### config.mk
export PLATFORM = sky130hd
export DESIGN_NAME = scint_mult_trig
export DESIGN_NICKNAME = d
export VERILOG_FILES = /design/src/rtl/scint_trig_pkg.sv /design/src/rtl/scint_trig_dp.sv /design/src/rtl/scint_trig_ctrl.sv /design/src/rtl/scint_mult_trig.sv
export SDC_FILE = /design/constraint.sdc
export NUM_CORES = 1
export LEC_CHECK = 0
export ABC_AREA = 1
export BUFFER_PORTS_ARGS = -buffer_cell sky130_fd_sc_hd__buf_2
export CORE_AREA = 2 2 131 133
export CTS_CLUSTER_SIZE = 28
export DETAILED_ROUTE_END_ITERATION = 10
export DIE_AREA = 0 0 133 135
export PLACE_DENSITY = 0.83
export REMOVE_ABC_BUFFERS = 1
export SLEW_MARGIN = 10
export SYNTH_ARGS = -nofsm -noshare
export SYNTH_HDL_FRONTEND = slang
export SYNTH_SLANG_ARGS = --single-unit
### constraint.sdc
create_clock -name clk -period 15.3 [get_ports clk]
set_input_delay 2.295 -clock clk [delete_from_list [all_inputs] [get_ports clk]]
set_output_delay 2.295 -clock clk [all_outputs]
set_load 0.1 [all_outputs]
### src/rtl/scint_trig_pkg.sv
package scint_trig_pkg;

  typedef enum logic [1:0] {
    SEL_BOT = 2'd0,
    SEL_TOP = 2'd1,
    SEL_OR  = 2'd2,
    SEL_AND = 2'd3
  } barSel_e;

  // strobes from control to datapath
  typedef struct packed {
    logic loadCfg;
    logic startWin;
    logic stepWin;
    logic endWin;
    logic emptyRun;
  } ctrlStb_t;

endpackage

### src/rtl/scint_trig_dp.sv
module scint_trig_dp
  import scint_trig_pkg::*;
#(
  parameter int NUM_BARS      = 64,
  parameter int WIN_W         = 16,
  parameter int CNT_W         = $clog2(NUM_BARS + 1),
  parameter int DEF_MIN       = 2,
  parameter int DEF_MULT_WIN  = 80,
  parameter int DEF_EMPTY_WIN = 80
) (
  input  logic                clk,
  input  logic                rstN,
  input  logic [NUM_BARS-1:0] topHits,
  input  logic [NUM_BARS-1:0] botHits,
  input  logic [1:0]          modeIn,
  input  logic [CNT_W-1:0]    minIn,
  input  logic [WIN_W-1:0]    multWinIn,
  input  logic [WIN_W-1:0]    emptyWinIn,
  input  ctrlStb_t            stb,
  output logic                grandOr,
  output logic                armed,
  output logic                fireOk,
  output logic                winDone,
  output logic [CNT_W-1:0]    cfgMin,
  output logic [WIN_W-1:0]    cfgMultWin,
  output logic [WIN_W-1:0]    winCnt
);

  logic [1:0]          cfgMode;
  logic [WIN_W-1:0]    cfgEmptyWin;
  logic [WIN_W-1:0]    effEmpty;
  logic [WIN_W-1:0]    emptyCnt;
  logic [NUM_BARS-1:0] barBus;
  logic [NUM_BARS-1:0] seenBars;
  logic [NUM_BARS-1:0] unionBars;
  logic [CNT_W-1:0]    hitCount;
  logic [WIN_W:0]      winNext;

  // per-bar layer combining
  for (genvar b = 0; b < NUM_BARS; b++) begin : g_bar
    assign barBus[b] = (cfgMode == SEL_BOT) ? botHits[b] :
                       (cfgMode == SEL_TOP) ? topHits[b] :
                       (cfgMode == SEL_OR)  ? (topHits[b] | botHits[b]) :
                                              (topHits[b] & botHits[b]);
  end

  assign grandOr   = |barBus;
  assign unionBars = seenBars | barBus;

  always_comb begin
    hitCount = '0;
    for (int i = 0; i < NUM_BARS; i++) hitCount = hitCount + CNT_W'(unionBars[i]);
  end

  assign fireOk   = hitCount >= cfgMin;
  assign winNext  = {1'b0, winCnt} + 1'b1;
  assign winDone  = winNext >= {1'b0, cfgMultWin};
  assign effEmpty = (cfgEmptyWin == '0) ? WIN_W'(1) : cfgEmptyWin;
  assign armed    = emptyCnt >= effEmpty;

  always_ff @(posedge clk) begin
    if (!rstN) begin
      cfgMode     <= SEL_OR;
      cfgMin      <= CNT_W'(DEF_MIN);
      cfgMultWin  <= WIN_W'(DEF_MULT_WIN);
      cfgEmptyWin <= WIN_W'(DEF_EMPTY_WIN);
    end else if (stb.loadCfg) begin
      cfgMode     <= modeIn;
      cfgMin      <= minIn;
      cfgMultWin  <= multWinIn;
      cfgEmptyWin <= emptyWinIn;
    end
  end

  always_ff @(posedge clk) begin
    if (!rstN) begin
      emptyCnt <= '0;
    end else if (stb.emptyRun) begin
      if (!armed) emptyCnt <= emptyCnt + 1'b1;
    end else begin
      emptyCnt <= '0;
    end
  end

  always_ff @(posedge clk) begin
    if (!rstN) begin
      seenBars <= '0;
      winCnt   <= '0;
    end else if (stb.endWin) begin
      seenBars <= '0;
      winCnt   <= '0;
    end else if (stb.startWin) begin
      seenBars <= barBus;
      winCnt   <= WIN_W'(1);
    end else if (stb.stepWin) begin
      seenBars <= unionBars;
      winCnt   <= winNext[WIN_W-1:0];
    end
  end

endmodule

### src/rtl/scint_trig_ctrl.sv
module scint_trig_ctrl
  import scint_trig_pkg::*;
(
  input  logic     clk,
  input  logic     rstN,
  input  logic     anyHit,
  input  logic     armed,
  input  logic     fireOk,
  input  logic     winDone,
  output ctrlStb_t stb,
  output logic     multTrig,
  output logic     inWindow
);

  typedef enum logic [1:0] {ST_IDLE, ST_OPEN, ST_HOLD} ctrlState_e;

  ctrlState_e state, nextState;
  logic       trigNext;

  always_comb begin
    stb       = '0;
    nextState = state;
    trigNext  = 1'b0;
    case (state)
      ST_IDLE: begin
        stb.emptyRun = !anyHit;
        if (armed && anyHit) begin
          stb.startWin = 1'b1;
          trigNext     = fireOk;
          if (winDone) stb.endWin = 1'b1;
          else         nextState  = fireOk ? ST_HOLD : ST_OPEN;
        end else begin
          stb.loadCfg = 1'b1;
        end
      end
      ST_OPEN: begin
        stb.stepWin = 1'b1;
        trigNext    = fireOk;
        if (winDone) begin
          stb.endWin = 1'b1;
          nextState  = ST_IDLE;
        end else if (fireOk) begin
          nextState = ST_HOLD;
        end
      end
      default: begin
        stb.stepWin = 1'b1;
        if (winDone) begin
          stb.endWin = 1'b1;
          nextState  = ST_IDLE;
        end
      end
    endcase
  end

  always_ff @(posedge clk) begin
    if (!rstN) begin
      state    <= ST_IDLE;
      multTrig <= 1'b0;
    end else begin
      state    <= nextState;
      multTrig <= trigNext;
    end
  end

  assign inWindow = state != ST_IDLE;

endmodule

### src/rtl/scint_mult_trig.sv
module scint_mult_trig
  import scint_trig_pkg::*;
#(
  parameter int NUM_BARS      = 64,
  parameter int WIN_W         = 16,
  parameter int DEF_MIN       = 2,
  parameter int DEF_MULT_WIN  = 80,
  parameter int DEF_EMPTY_WIN = 80,
  localparam int CNT_W        = $clog2(NUM_BARS + 1)
) (
  input  logic                clk,
  input  logic                rstN,
  input  logic [NUM_BARS-1:0] topHits,
  input  logic [NUM_BARS-1:0] botHits,
  input  logic [1:0]          barMode,
  input  logic [CNT_W-1:0]    minMult,
  input  logic [WIN_W-1:0]    multWindowLen,
  input  logic [WIN_W-1:0]    emptyLen,
  output logic                grandOr,
  output logic                multTrig
);

  ctrlStb_t         stb;
  logic             armed;
  logic             fireOk;
  logic             winDone;
  logic             inWindow;
  logic [CNT_W-1:0] cfgMin;
  logic [WIN_W-1:0] cfgMultWin;
  logic [WIN_W-1:0] winCnt;

  scint_trig_dp #(
    .NUM_BARS(NUM_BARS), .WIN_W(WIN_W), .CNT_W(CNT_W),
    .DEF_MIN(DEF_MIN), .DEF_MULT_WIN(DEF_MULT_WIN), .DEF_EMPTY_WIN(DEF_EMPTY_WIN)
  ) dp_i (
    .clk(clk), .rstN(rstN), .topHits(topHits), .botHits(botHits),
    .modeIn(barMode), .minIn(minMult), .multWinIn(multWindowLen), .emptyWinIn(emptyLen),
    .stb(stb), .grandOr(grandOr), .armed(armed), .fireOk(fireOk), .winDone(winDone),
    .cfgMin(cfgMin), .cfgMultWin(cfgMultWin), .winCnt(winCnt)
  );

  scint_trig_ctrl ctrl_i (
    .clk(clk), .rstN(rstN), .anyHit(grandOr), .armed(armed), .fireOk(fireOk),
    .winDone(winDone), .stb(stb), .multTrig(multTrig), .inWindow(inWindow)
  );

endmodule

# --- Yosys cells after proc, flatten, opt, wreduce, memory -nomap -nowiden ---
# Cells that the tools add are included.
totals:
  output_inout_bits: 2
  input_bits: 171
  reg_bits: 140
op_classes:
  n_eq_ne: 7
  add_sub_neg: 65
  n_reduce_logical: 11
  n_lt_le_gt_ge: 3
  bitwise: 130
  n_mux: 213
ops:
  columns: ["operator", "n"]
  rows:
  - ["adder 7 x 1 -> 7 bit", 62]
  - ["two-way mux 1 bit", 201]
  - ["two-way mux 64 bit", 2]
  - ["AND 1 bit", 64]
  - ["bitwise OR 1 bit", 64]
  - ["bitwise OR 64 bit", 1]
  - ["OR reduction 64 bit", 1]
  - ["adder 16 x 1 -> 17 bit, second input constant", 1]
  - [">= comparator 17 x 16 -> 1 bit", 1]
  - ["adder 16 x 1 -> 16 bit, second input constant", 1]
  - [">= comparator 16 bit", 1]
  - ["zero test 16 bit", 1]
  - ["two-way mux 16 bit", 1]
  - ["two-way mux 2 bit", 7]
  - [">= comparator 7 bit", 1]
  - ["== test 2 x 1 -> 1 bit, second input constant", 2]
  - ["zero test 2 bit", 2]
  - ["inequality test 2 x 1 -> 1 bit, second input constant", 2]
  - ["one-hot mux 2 bit (2 select lines)", 1]
  - ["AND reduction 4 bit", 1]
  - ["inequality test 3 x 1 -> 1 bit, second input constant", 1]
  - ["nonzero test 3 bit", 1]
  - ["OR reduction 3 bit", 1]
  - ["adder 1 x 1 -> 2 bit", 1]
  - ["8 further kinds", 8]

# --- Logic depth before layout (Yosys ltp) ---
# Gate-level depths: netlist (run 1).
logic_depth:
  word_depth: 73
  ltp_mapped: 38
  mapped_depth_nobuf: 37

# --- Cells and area by module ---
# A second synthesis (run 1) with hierarchy kept.
hier_totals:
  cells_unflattened: 1390
  hier_area_um2: 9709.3
modules_own_cells:
  columns: ["mod", "seq_area_each_um2", "area_each_um2", "cells_each", "n_inst"]
  rows:
  - ["scint_trig_dp", 2742.6, 9490.4, 1357, 1]
  - ["scint_trig_ctrl", 60.1, 219.0, 33, 1]

# --- Least setup slack after synthesis (run 1) ---
# Ideal clock, no wire load.
synth_timing:
  path_kind: "input -> register"
  startpoint: "input topHits[0]"
  endpoint: "register ctrl_i.state[1]"
  stages: 32
  required_ns: 15.187
  setup_ns: 0.113
  arrival_ns: 9.486
  setup_slack_ns: 5.701
  cell_sequence: "o21ai_0 nand2_1 or2_2 ha_1 fa_1 fa_1 fa_1 fa_1 fa_1 fa_1 inv_1 fa_1 fa_1 fa_1 inv_1 fa_1 nand3_1 and2_1 inv_1 a21oi_1 o21bai_1 ha_1 nand2_1 inv_1 nand4_1 o211ai_1 nor2_1 nand4_1 nand3_1 nand2_1 nand2_1 nor2_1"
synth_between:
  elab_chain_cells: 73
synth_rtl:
  columns: ["element", "line", "text"]
  rows:
  - ["start, declared", "scint_mult_trig.sv:13", "input logic [NUM_BARS-1:0] topHits,"]
  - ["AND 1 bit or bitwise OR 1 bit (tied branches)", "scint_trig_dp.sv:44, scint_trig_dp.sv:43", null]
  - ["two-way mux 1 bit", "scint_trig_dp.sv:43", "(cfgMode == SEL_OR) ? (topHits[b] | botHits[b]) :"]
  - ["two-way mux 1 bit *", "scint_trig_dp.sv:42", "(cfgMode == SEL_TOP) ? topHits[b] :"]
  - ["two-way mux 1 bit *", "scint_trig_dp.sv:41", "assign barBus[b] = (cfgMode == SEL_BOT) ? botHits[b] :"]
  - ["bitwise OR 64 bit", "scint_trig_dp.sv:48", "assign unionBars = seenBars | barBus;"]
  - ["adder 1 x 1 -> 2 bit", "scint_trig_dp.sv:52", "for (int i = 0; i < NUM_BARS; i++) hitCount = hitCount + CNT_W'(unionBars[i]);"]
  - ["adder 7 x 1 -> 7 bit (62 in series)", "scint_trig_dp.sv:52", null]
  - [">= comparator 7 bit", "scint_trig_dp.sv:55", "assign fireOk = hitCount >= cfgMin;"]
  - ["two-way mux 2 bit", "scint_trig_ctrl.sv:31", "else nextState = fireOk ? ST_HOLD : ST_OPEN;"]
  - ["two-way mux 2 bit", "scint_trig_ctrl.sv:30", "if (winDone) stb.endWin = 1'b1;"]
  - ["two-way mux 2 bit", "scint_trig_ctrl.sv:27", "if (armed && anyHit) begin"]
  - ["one-hot mux 2 bit (2 select lines)", "scint_trig_ctrl.sv:24", "case (state)"]
  - ["end signal, assigned", "scint_trig_ctrl.sv:61", "state <= nextState;"]
  - ["end, declared", "scint_trig_ctrl.sv:17", "ctrlState_e state, nextState;"]
# Every way passes the cells marked *; elsewhere a longest branch is shown, timed or not. The select of a mux whose other input is x is not followed.
# A chain may end at the register's enable or synchronous reset.

# --- Worst setup path in the final report (run 1) ---
# Ends and elaborated chain as after synthesis.

==> summary.txt, run 1 <==
Run status
  – Outcome: complete, no violations

Synthesis
  – Register bit total from synthesis: 140
  – Mapped Cells: approximately 1300
  – Synth cell types: 37
  – Most frequent cell after synthesis: nand2_1
  – Total number of yosys warnings: 0
  – Post-synth top area share: between 20 and 30%
  – Asr flop ratio synth: 0%
  – Dominant cell type by area after synthesis: dfxtp_1
  – Seq/Total Area, Yosys: 28.9%
  – Commonest cells post-synth: nand2_1 (344), dfxtp_1 (140), inv_1 (124), nor2_1 (108), o21ai_0 (77)
  – Synthesized cell area: roughly 9700 sq um
  – Number of synthesized flops with an enable pin: 0
  – Ys flop type: dfxtp_1
  – Top post-synthesis cells by area: dfxtp_1 (29%), nand2_1 (13%), fa_1 (11%)
  – Syn Area/Cell: about 7.4 sq um

Job
  – Max-cap violations: 0

Setup path
  – CP max stage cell: fa_1
  – R2R Setup Slk: 6.16 ns
  – Worst path max stage delay: 0.58 ns
  – Worst Setup End Kind: flip-flop
  – WP data required: roughly 16 ns
  – R2R cell count: 34
  – Reg2reg start: dp_i.cfgMode[0]
  – Critical Path Fanout Max: 4
  – CP Class: in -> reg
  – RR Endpoint: ctrl_i.state[1]
  – WP data arrival: around 10 ns
  – CP dominant cell by count: fa_1
  – Startpoint Class: input pin

Route
  – Total length of routed met2 wires: about 12 mm
  – Met1 wire length: around 10 mm
  – Highest Signal Layer: met4
  – Routed len/inst: 13.8 microns
  – DR vias/cell: approximately 5.4
  – Final wirelength: around 23 mm
  – DR pass1 iterations: 6
  – 1st-iter DRT viols: roughly 670
  – Routed via count: slightly above 9000
  – DRC violations left: 0
  – Met3 WL: between 1 and 1.5 mm
  – Antenna-violating nets left: 0

Die
  – Core Footprint: 16400 sq um
  – Io pins: 173
  – Full die area: 18000 sq um
  – Initial Util: 59.0%
  – Rows: 47
  – Horiz. Die Dim: between 100 and 150 microns
  – Die Height: 135 microns

STA
  – Slew margin rel.: 42.1%
  – Setup violators final: 0
  – Final Hold Fails: 0
  – Final slew viol count: 0
  – Final Skew: approximately 0.013 ns
  – Hold slack: between 0.4 and 0.5 ns
  – Fin crit share: between 60% and 70%
  – Slew @ Worst Pin: approximately 0.87 ns
  – Minimum clock period after layout: between 9 and 10 ns
  – RSZ-0062 raised after global routing: no
  – Peak Freq: around 100 MHz
  – Setup TNS: 0 ns

Clocking
  – Root buffer cell: clkbuf_16
  – CTS Buffer Depth: 2
  – Num CTS Buffers: 17
  – CTS tree: yes
  – H-tree depth: 4
  – # hold bufs at CTS: 0
  – Post-CTS Setup Inserts: 0
  – CTS Sinks: 140
  – Post_cts resized: 0
  – Clock latency on the worst-skew pair: about 0.44 ns
  – Clock transition at the registers of the reported paths: 0.06 ns

Global routing
  – Tot GR Track Use: a little over a quarter
  – Congestion Overflow GR: 0
  – Antenna violations before repair: 0
  – Vias in the first global route: a little under 9000
  – Pin count of the biggest net entering global routing: 86
  – First-pass GRT wire length: 38.9 mm

Min path
  – Worst hold path class: reg -> reg
  – Hold Startpoint: dp_i.cfgMultWin[9]
  – Cells on Worst Hold Path: 2
  – Worst Hold End: dp_i.cfgMultWin[9]

Placement
  – DP Wirelength: roughly 17 mm
  – I/O Buffers: 172
  – RePlAce Congestion: approximately 0.9

Layout
  – # nets final: 1735
  – Share of layout cells above drive strength 1: 20.5%
  – Antenna diodes: 0
  – Utilization after layout: about two thirds
  – Layout area overhead: 15.4%
[kinds of logic (layout without fill, tap and decap cells)]
family	Yosys count	count (layout)	share of synthesized area (%)
AO/OA/AOI/OAI	248	248	14.9
XOR/XNOR	16	16	1.45
adder cells (fa/ha/maj)	111	111	18.5
buffers and inverters	185	336	8.43
flip-flops	140	140	28.9
AND/OR/NAND/NOR	615	615	27.8
[final cells by class]
type	instances	area (sq um)
flip-flops and latches	140	2800
fillers	1373	5220
clock inverters	8	155
well taps	220	275
inverters	126	473
multi-input cells	990	6080
clock buffers	24	492
repair buffers	178	906
[stage by stage]
step / setup WS, ns / area [sq um] / std cells
after floorplan: 5.59 / 9340 / 1256
after global placement: 5.35 / 10500 / 1654
after detailed placement: 5.18 / 10500 / 1654
after CTS: 5.61 / 11200 / 1686
after global routing: 5.08 / 11200 / 1686
final: 5.56 / 11200 / 1686
[registers in the layout, indices dropped and copies added (netlist names)]
register / count
dp_i.cfgMultWin: 16
dp_i.cfgMin: 7
dp_i.cfgMode: 2
ctrl_i.state: 2
dp_i.seenBars: 64
dp_i.emptyCnt: 16
dp_i.winCnt: 16
ctrl_i.multTrig: 1
dp_i.cfgEmptyWin: 16
[critical path, delay by kind of cell]
family / cells / cell delay [ns]
adders and majority gates: 12 / 5.42
and+or+nand+nor: 12 / 1.77
AOI/OAI and AO/OA: 3 / 0.35
buffers and inverters: 4 / 0.26
[cell usage in the layout, fill, tap and decap left out, types with 3 or more instances in the layout]
cell type / synthesis / layout
nand2_1: 344 / 343
buf_2: 20 / 172
dfxtp_1: 140 / 140
inv_1: 124 / 124
nor2_1: 108 / 108
o21ai_0: 77 / 77
a21oi_1: 73 / 73
nand4_1: 71 / 71
ha_1: 57 / 57
fa_1: 54 / 54
a21oi_2: 44 / 44
o21ai_1: 40 / 40
or2_2: 36 / 36
nand3_1: 33 / 32
clkbuf_16: 0 / 17
xor2_1: 14 / 14
nor3_1: 10 / 10
o211ai_1: 7 / 7
buf_4: 2 / 6
nand2_2: 5 / 5
bufinv_16: 0 / 4
clkbuf_8: 0 / 4
clkbuf_1: 18 / 3
clkinv_4: 0 / 3
[layer usage]
layer | global-route usage (%) | vias to the layer above
met2 | 49.1 | 293
li1 | - | 4583
met3 | 3.79 | 32
met5 | 0 | -
met1 | 32.0 | 4181
met4 | 8.24 | 0
[worst max path at each step]
stage                     from               to  slack [ns]  cells after the start
finish              topHits[0]  ctrl_i.state[1]        5.56                     31
detailed placement  topHits[0]  ctrl_i.state[1]        5.18                     33
CTS                 topHits[0]  ctrl_i.state[1]        5.61                     33
global placement    topHits[0]  ctrl_i.state[1]        5.35                     31
global route        topHits[0]  ctrl_i.state[0]        5.08                     31
floorplan           topHits[0]  ctrl_i.state[1]        5.59                     29
Power of run 1 is left out: the tool's default activity adds up to more than one toggle a clock period on the data nets, which glitch-free logic cannot reach.
==> inputs of run 2 (changes only) <==
- CORE_AREA: 2 2 131 133 -> 2 2 140 142
- DIE_AREA: 0 0 133 135 -> 0 0 142 144
- PLACE_DENSITY: 0.83 -> 0.77
- clock period: 15.3 -> 8.36 ns (I/O delays scaled with it)
==> summary.txt, run 2 (synthesized netlist as in run 1, its figures left out) <==
Route
  – DRC violations left: 0 (unchanged)
  – Routed len/inst: 13.9 microns (was 13.8 microns)
  – Antenna-violating nets left: 0 (unchanged)
  – DR pass1 iterations: 5 (was 6)
  – Routed via count: 9089 (unchanged)
  – Final wirelength: 24.3 mm (was 23.2 mm)
  – 1st-iter DRT viols: 540 (was 673)
  – DR vias/cell: 5.21 (was 5.39)

Die
  – Die Height: 144 microns (was 135 microns)
  – Rows: 51 (was 47)
  – Core Footprint: 19100 sq um (was 16400 sq um)
  – Io pins: 173 (unchanged)
  – Horiz. Die Dim: 142 microns (was 133 microns)
  – Initial Util: 50.8% (was 59.0%)
  – Full die area: 20400 sq um (was 18000 sq um)

Clocking
  – CTS tree: yes (unchanged)
  – H-tree depth: 4 (unchanged)
  – Clock latency on the worst-skew pair: 0.43 ns (was 0.44 ns)
  – Post-CTS Setup Inserts: 0 (unchanged)
  – Num CTS Buffers: 17 (unchanged)
  – CTS Buffer Depth: 2 (unchanged)
  – CTS Sinks: 140 (unchanged)
  – Clock transition at the registers of the reported paths: 0.06 ns (about the same)
  – # hold bufs at CTS: 0 (unchanged)
  – Root buffer cell: clkbuf_16 (unchanged)

STA
  – Slew margin rel.: 35.9% (was 42.1%)
  – Fin crit share: a little over nine tenths
  – Peak Freq: 124 MHz
  – Hold slack: 0.464 ns (was 0.460 ns)
  – Final Skew: 0.00806 ns (was 0.0128 ns)
  – Final slew viol count: 0 (unchanged)
  – Setup violators final: 0 (unchanged)
  – Minimum clock period after layout: ~8.1 ns
  – Final Hold Fails: 0 (unchanged)
  – Slew @ Worst Pin: 0.962 ns (was 0.867 ns)

Layout
  – Commonest cells after routing, fill and taps aside: nand2_1 (340), buf_2 (172), dfxtp_1 (140) (was nand2_1 (343), buf_2 (172), dfxtp_1 (140))
  – # nets final: 1775 (was 1735)
  – Antenna diodes: 0 (unchanged)
  – Largest Register: dp_i.seenBars (unchanged)
  – Max reg flops: 64 (unchanged)
  – Layout area overhead: 19.4% (was 15.4%)
  – # fillers: 1695 (was 1373)
  – Commonest non-fill, non-tap cell in the layout: nand2_1 (unchanged)
  – Utilization after layout: 60.6% (was 68.2%)
  – Final instance area: 11600 sq um (was 11200 sq um)
  – Share of layout cells above drive strength 1: 23.6% (was 20.5%)

Setup path
  – Startpoint Class: input pin (unchanged)
  – Worst Setup End Kind: flip-flop (unchanged)
  – CP Class: in -> reg (unchanged)
  – WP data arrival: 8.40 ns (was 10.12 ns)
  – CP dominant cell by count: fa_1 (unchanged)
  – Critical Path Fanout Max: 3 (was 4)
  – CP max stage cell: fa_1 (unchanged)
  – Reg2reg start: dp_i.cfgMode[1] (was dp_i.cfgMode[0])
  – Worst path max stage delay: 0.54 ns (was 0.58 ns)
  – R2R Setup Slk: 0.40 ns (was 6.16 ns)
  – RR Endpoint: ctrl_i.state[0] (was ctrl_i.state[1])
  – R2R cell count: 37 (was 34)
  – WP data required: 8.68 ns (was 15.68 ns)

Min path
  – Hold Startpoint: dp_i.seenBars[17] (was dp_i.cfgMultWin[9])
  – Worst Hold End: dp_i.seenBars[17] (was dp_i.cfgMultWin[9])
  – Cells on Worst Hold Path: 2 (unchanged)
  – Worst hold path class: reg -> reg (unchanged)

Job
  – Max-cap violations: 0 (unchanged)

Placement
  – DP Wirelength: 17.8 mm (was 16.8 mm)
  – I/O Buffers: 172 (unchanged)
  – Placed cell areas: 10900 sq um (was 10500 sq um)
  – RePlAce Congestion: 0.828 (was 0.886)

Global routing
  – Pin count of the biggest net entering global routing: 98 (was 86)
  – Antenna violations before repair: 0 (unchanged)
  – First-pass GRT wire length: 39.8 mm (was 38.9 mm)
  – Vias in the first global route: 8605 (was 8671)
  – Congestion Overflow GR: 0 (unchanged)
  – Tot GR Track Use: 24.1% (was 26.6%)

Run status
  – Outcome: complete, no violations (unchanged)
==> run 2: cell types whose count changed in the layout (fill, tap and decap cells not counted), sizes merged <==
cell      delta
bufinv       -1
buf         +40
clkinvlp     +2
clkinv       +1
clkbuf       -2
==> run 2: cell type report <==
cell class,instances,area (sq um),share of cell area [%]
clock inverters,10,138,1.19
multi-input cells,990,6150,53.2
flip-flops and latches,140,2800,24.2
clock buffers,22,474,4.10
repair buffers,218,1220,10.6
well taps,238,298,2.58
inverters,126,473,4.09
==> run 2: how the worst max path moves through the flow <==
| stage | cells after the start | start | to |
|---|---|---|---|
| 6_report | 34 | topHits[28] | ctrl_i.state[0] |
| 5_1_grt | 34 | topHits[28] | ctrl_i.state[1] |
| 4_1_cts | 31 | topHits[0] | ctrl_i.state[1] |
| 3_5_place_dp | 31 | topHits[0] | ctrl_i.state[1] |
| 3_3_place_gp | 31 | topHits[0] | ctrl_i.state[1] |
| 2_1_floorplan | 29 | topHits[0] | ctrl_i.state[1] |
==> run 2: layer usage <==
layer	vias up	wire length (microns)	GRT usage (%)
met5	-	0	0
met2	252	12000	43.1
li1	4668	-	-
met1	4131	10700	29.9
met4	0	514	6.89
met3	38	1090	4.27
==> run 2: stage by stage <==
stage	setup TNS, ns	cells	worst slack, ns
after floorplan	-0.581	1256	-0.305
after global placement	-1.22	1712	-0.454
after detailed placement	-1.76	1712	-0.642
after CTS	0	1744	0.0494
after global routing	-0.137	1744	-0.0815
final	0	1744	0.282
==> run 2: what timing repair did <==
item	CTS	global route
pin swaps	8	17
gates cloned	0	0
gates resized for setup	3	19
endpoints found under the setup margin	3	3
==> run 2: critical path, delay by kind of cell <==
family / cells / cell delay [ns]
buf+inv: 8 / 0.43
compound gates: 4 / 0.40
simple gates: 11 / 1.35
fa+ha+maj: 11 / 4.93
Power of run 2 is left out for the same reason.
==> inputs of run 3 (changes only) <==
- CTS_BUF_LIST: not set -> sky130_fd_sc_hd__clkbuf_4 sky130_fd_sc_hd__clkbuf_8 sky130_fd_sc_hd__clkbuf_16
==> summary.txt, run 3 (synthesized netlist as in run 1, its figures left out) <==
Run status
  – Outcome: complete, no violations (unchanged)

Die
  – Core Footprint: 19100 sq um (unchanged)
  – Initial Util: 50.8% (unchanged)
  – Full die area: 20400 sq um (unchanged)
  – Horiz. Die Dim: 142 microns (unchanged)
  – Io pins: 173 (unchanged)
  – Die Height: 144 microns (unchanged)
  – Rows: 51 (unchanged)

Route
  – 1st-iter DRT viols: 491 (was 540)
  – Routed via count: 9049 (was 9089)
  – Final wirelength: 24.2 mm (was 24.3 mm)
  – DRC violations left: 0 (unchanged)
  – Antenna-violating nets left: 0 (unchanged)
  – DR vias/cell: 5.19 (was 5.21)
  – Met3 WL: 1.05 mm (was 1.09 mm)
  – Routed len/inst: 13.8 microns (was 13.9 microns)
  – Total length of routed met2 wires: 11.9 mm (was 12.0 mm)
  – Highest Signal Layer: met4 (unchanged)
  – Met1 wire length: 10.7 mm (about the same)
  – DR pass1 iterations: 4 (was 5)

Placement
  – Placed cell areas: 10900 sq um (unchanged)
  – Placed insts: 1712 (unchanged)
  – I/O Buffers: 172 (unchanged)
  – RePlAce Congestion: 0.828 (unchanged)
  – DP Wirelength: 17.8 mm (unchanged)

STA
  – Setup violators final: 0 (unchanged)
  – Final Skew: 0.00847 ns (was 0.00806 ns)
  – Peak Freq: 124 MHz (about the same)
  – Minimum clock period after layout: 8.06 ns (was 8.08 ns)
  – Slew @ Worst Pin: 0.955 ns (was 0.962 ns)
  – Final slew viol count: 0 (unchanged)
  – Setup TNS: 0 ns (unchanged)
  – Final Hold Fails: 0 (unchanged)
  – Slew margin rel.: 36.3% (was 35.9%)
  – Fin crit share: 96.4% (was 96.6%)

Min path
  – Worst hold path class: reg -> reg (unchanged)
  – Cells on Worst Hold Path: 2 (unchanged)

Clocking
  – # hold bufs at CTS: 0 (unchanged)
  – CTS tree: yes (unchanged)
  – CTS Buffer Depth: 2 (unchanged)
  – CTS Sinks: 140 (unchanged)
  – Root buffer cell: clkbuf_16 (unchanged)
  – Clock latency on the worst-skew pair: 0.43 ns (about the same)
  – Clock transition at the registers of the reported paths: 0.06 ns (about the same)
  – Num CTS Buffers: 17 (unchanged)
  – H-tree depth: 4 (unchanged)

Setup path
  – CP max stage cell: fa_1 (unchanged)
  – Worst path max stage delay: 0.54 ns (about the same)
  – Startpoint Class: input pin (unchanged)
  – R2R cell count: 37 (unchanged)
  – Critical Path Fanout Max: 3 (unchanged)
  – WP data arrival: 8.38 ns (was 8.40 ns)
  – CP Class: in -> reg (unchanged)
  – CP dominant cell by count: fa_1 (unchanged)
  – WP data required: 8.68 ns (about the same)
  – Worst Setup End Kind: flip-flop (unchanged)

Global routing
  – Congestion Overflow GR: 0 (unchanged)
  – Tot GR Track Use: 24.1% (about the same)
  – Antenna violations before repair: 0 (unchanged)
  – First-pass GRT wire length: 39.8 mm (about the same)
  – Vias in the first global route: 8609 (was 8605)
  – Pin count of the biggest net entering global routing: 98 (unchanged)

Layout
  – Commonest cells after routing, fill and taps aside: nand2_1 (340), buf_2 (172), dfxtp_1 (140) (unchanged)
  – Commonest non-fill, non-tap cell in the layout: nand2_1 (unchanged)
  – Layout area overhead: 19.4% (about the same)
  – Utilization after layout: 60.6% (about the same)
  – Max reg flops: 64 (unchanged)
  – Largest Register: dp_i.seenBars (unchanged)
  – # nets final: 1775 (unchanged)
  – Final instance area: 11600 sq um (about the same)
  – Share of layout cells above drive strength 1: 23.8% (was 23.6%)
  – Antenna diodes: 0 (unchanged)
  – Post-Layout Cell Count: 1744 (unchanged)
  – # fillers: 1693 (was 1695)

Job
  – Max-cap violations: 0 (unchanged)
[run 3: cell count changes in the layout (fill, tap and decap cells not counted)]
cell / previous run / this run
clkbuf_1: 2 / 0
clkbuf_4: 0 / 2
[run 3: layer usage]
| metal | vias up | track usage, % |
|---|---|---|
| li1 | 4668 | - |
| met1 | 4099 | 29.9 |
| met2 | 242 | 43.2 |
| met3 | 40 | 4.27 |
| met4 | 0 | 6.74 |
| met5 | - | 0 |
[run 3: what timing repair did]
item / 4_1_cts / 5_1_grt
endpoints found under the setup margin: 3 / 3
setup buffers: 0 / 0
resized for setup: 3 / 19
hold endpoints to repair: 0 / 0
pin swaps: 8 / 17
[run 3: final cells by class]
cell class | count | area (sq um) | area share (%)
multi-input combinational | 990 | 6150 | 53.2
sequential | 140 | 2800 | 24.2
timing repair buffer | 218 | 1220 | 10.6
clock buffer | 22 | 482 | 4.16
inverter | 126 | 473 | 4.09
tap | 238 | 298 | 2.57
clock inverter | 10 | 138 | 1.19
[run 3: worst paths after layout]
| check | start | to | slack (ns) |
|---|---|---|---|
| max | topHits[28] | ctrl_i.state[1] | 0.30 |
| min | dp_i.cfgMultWin[7] | dp_i.cfgMultWin[7] | 0.46 |
| max reg2reg | dp_i.cfgMode[1] | ctrl_i.state[1] | 0.41 |
| min reg2reg | dp_i.cfgMultWin[7] | dp_i.cfgMultWin[7] | 0.46 |
[run 3: per-stage QoR]
step | hold slack [ns] | setup WS, ns
floorplan | 0.435 | -0.305
global placement | 0.450 | -0.454
detailed placement | 0.453 | -0.642
CTS | 0.464 | 0.0494
global route | 0.479 | -0.0813
finish | 0.464 | 0.299
[run 3: critical path, delay by kind of cell]
family,cells,cell delay (ns)
AO/OA/AOI/OAI,4,0.40
buffers and inverters,7,0.38
AND/OR/NAND/NOR,12,1.40
adder cells (fa/ha/maj),11,4.92
Power of run 3 is left out for the same reason.
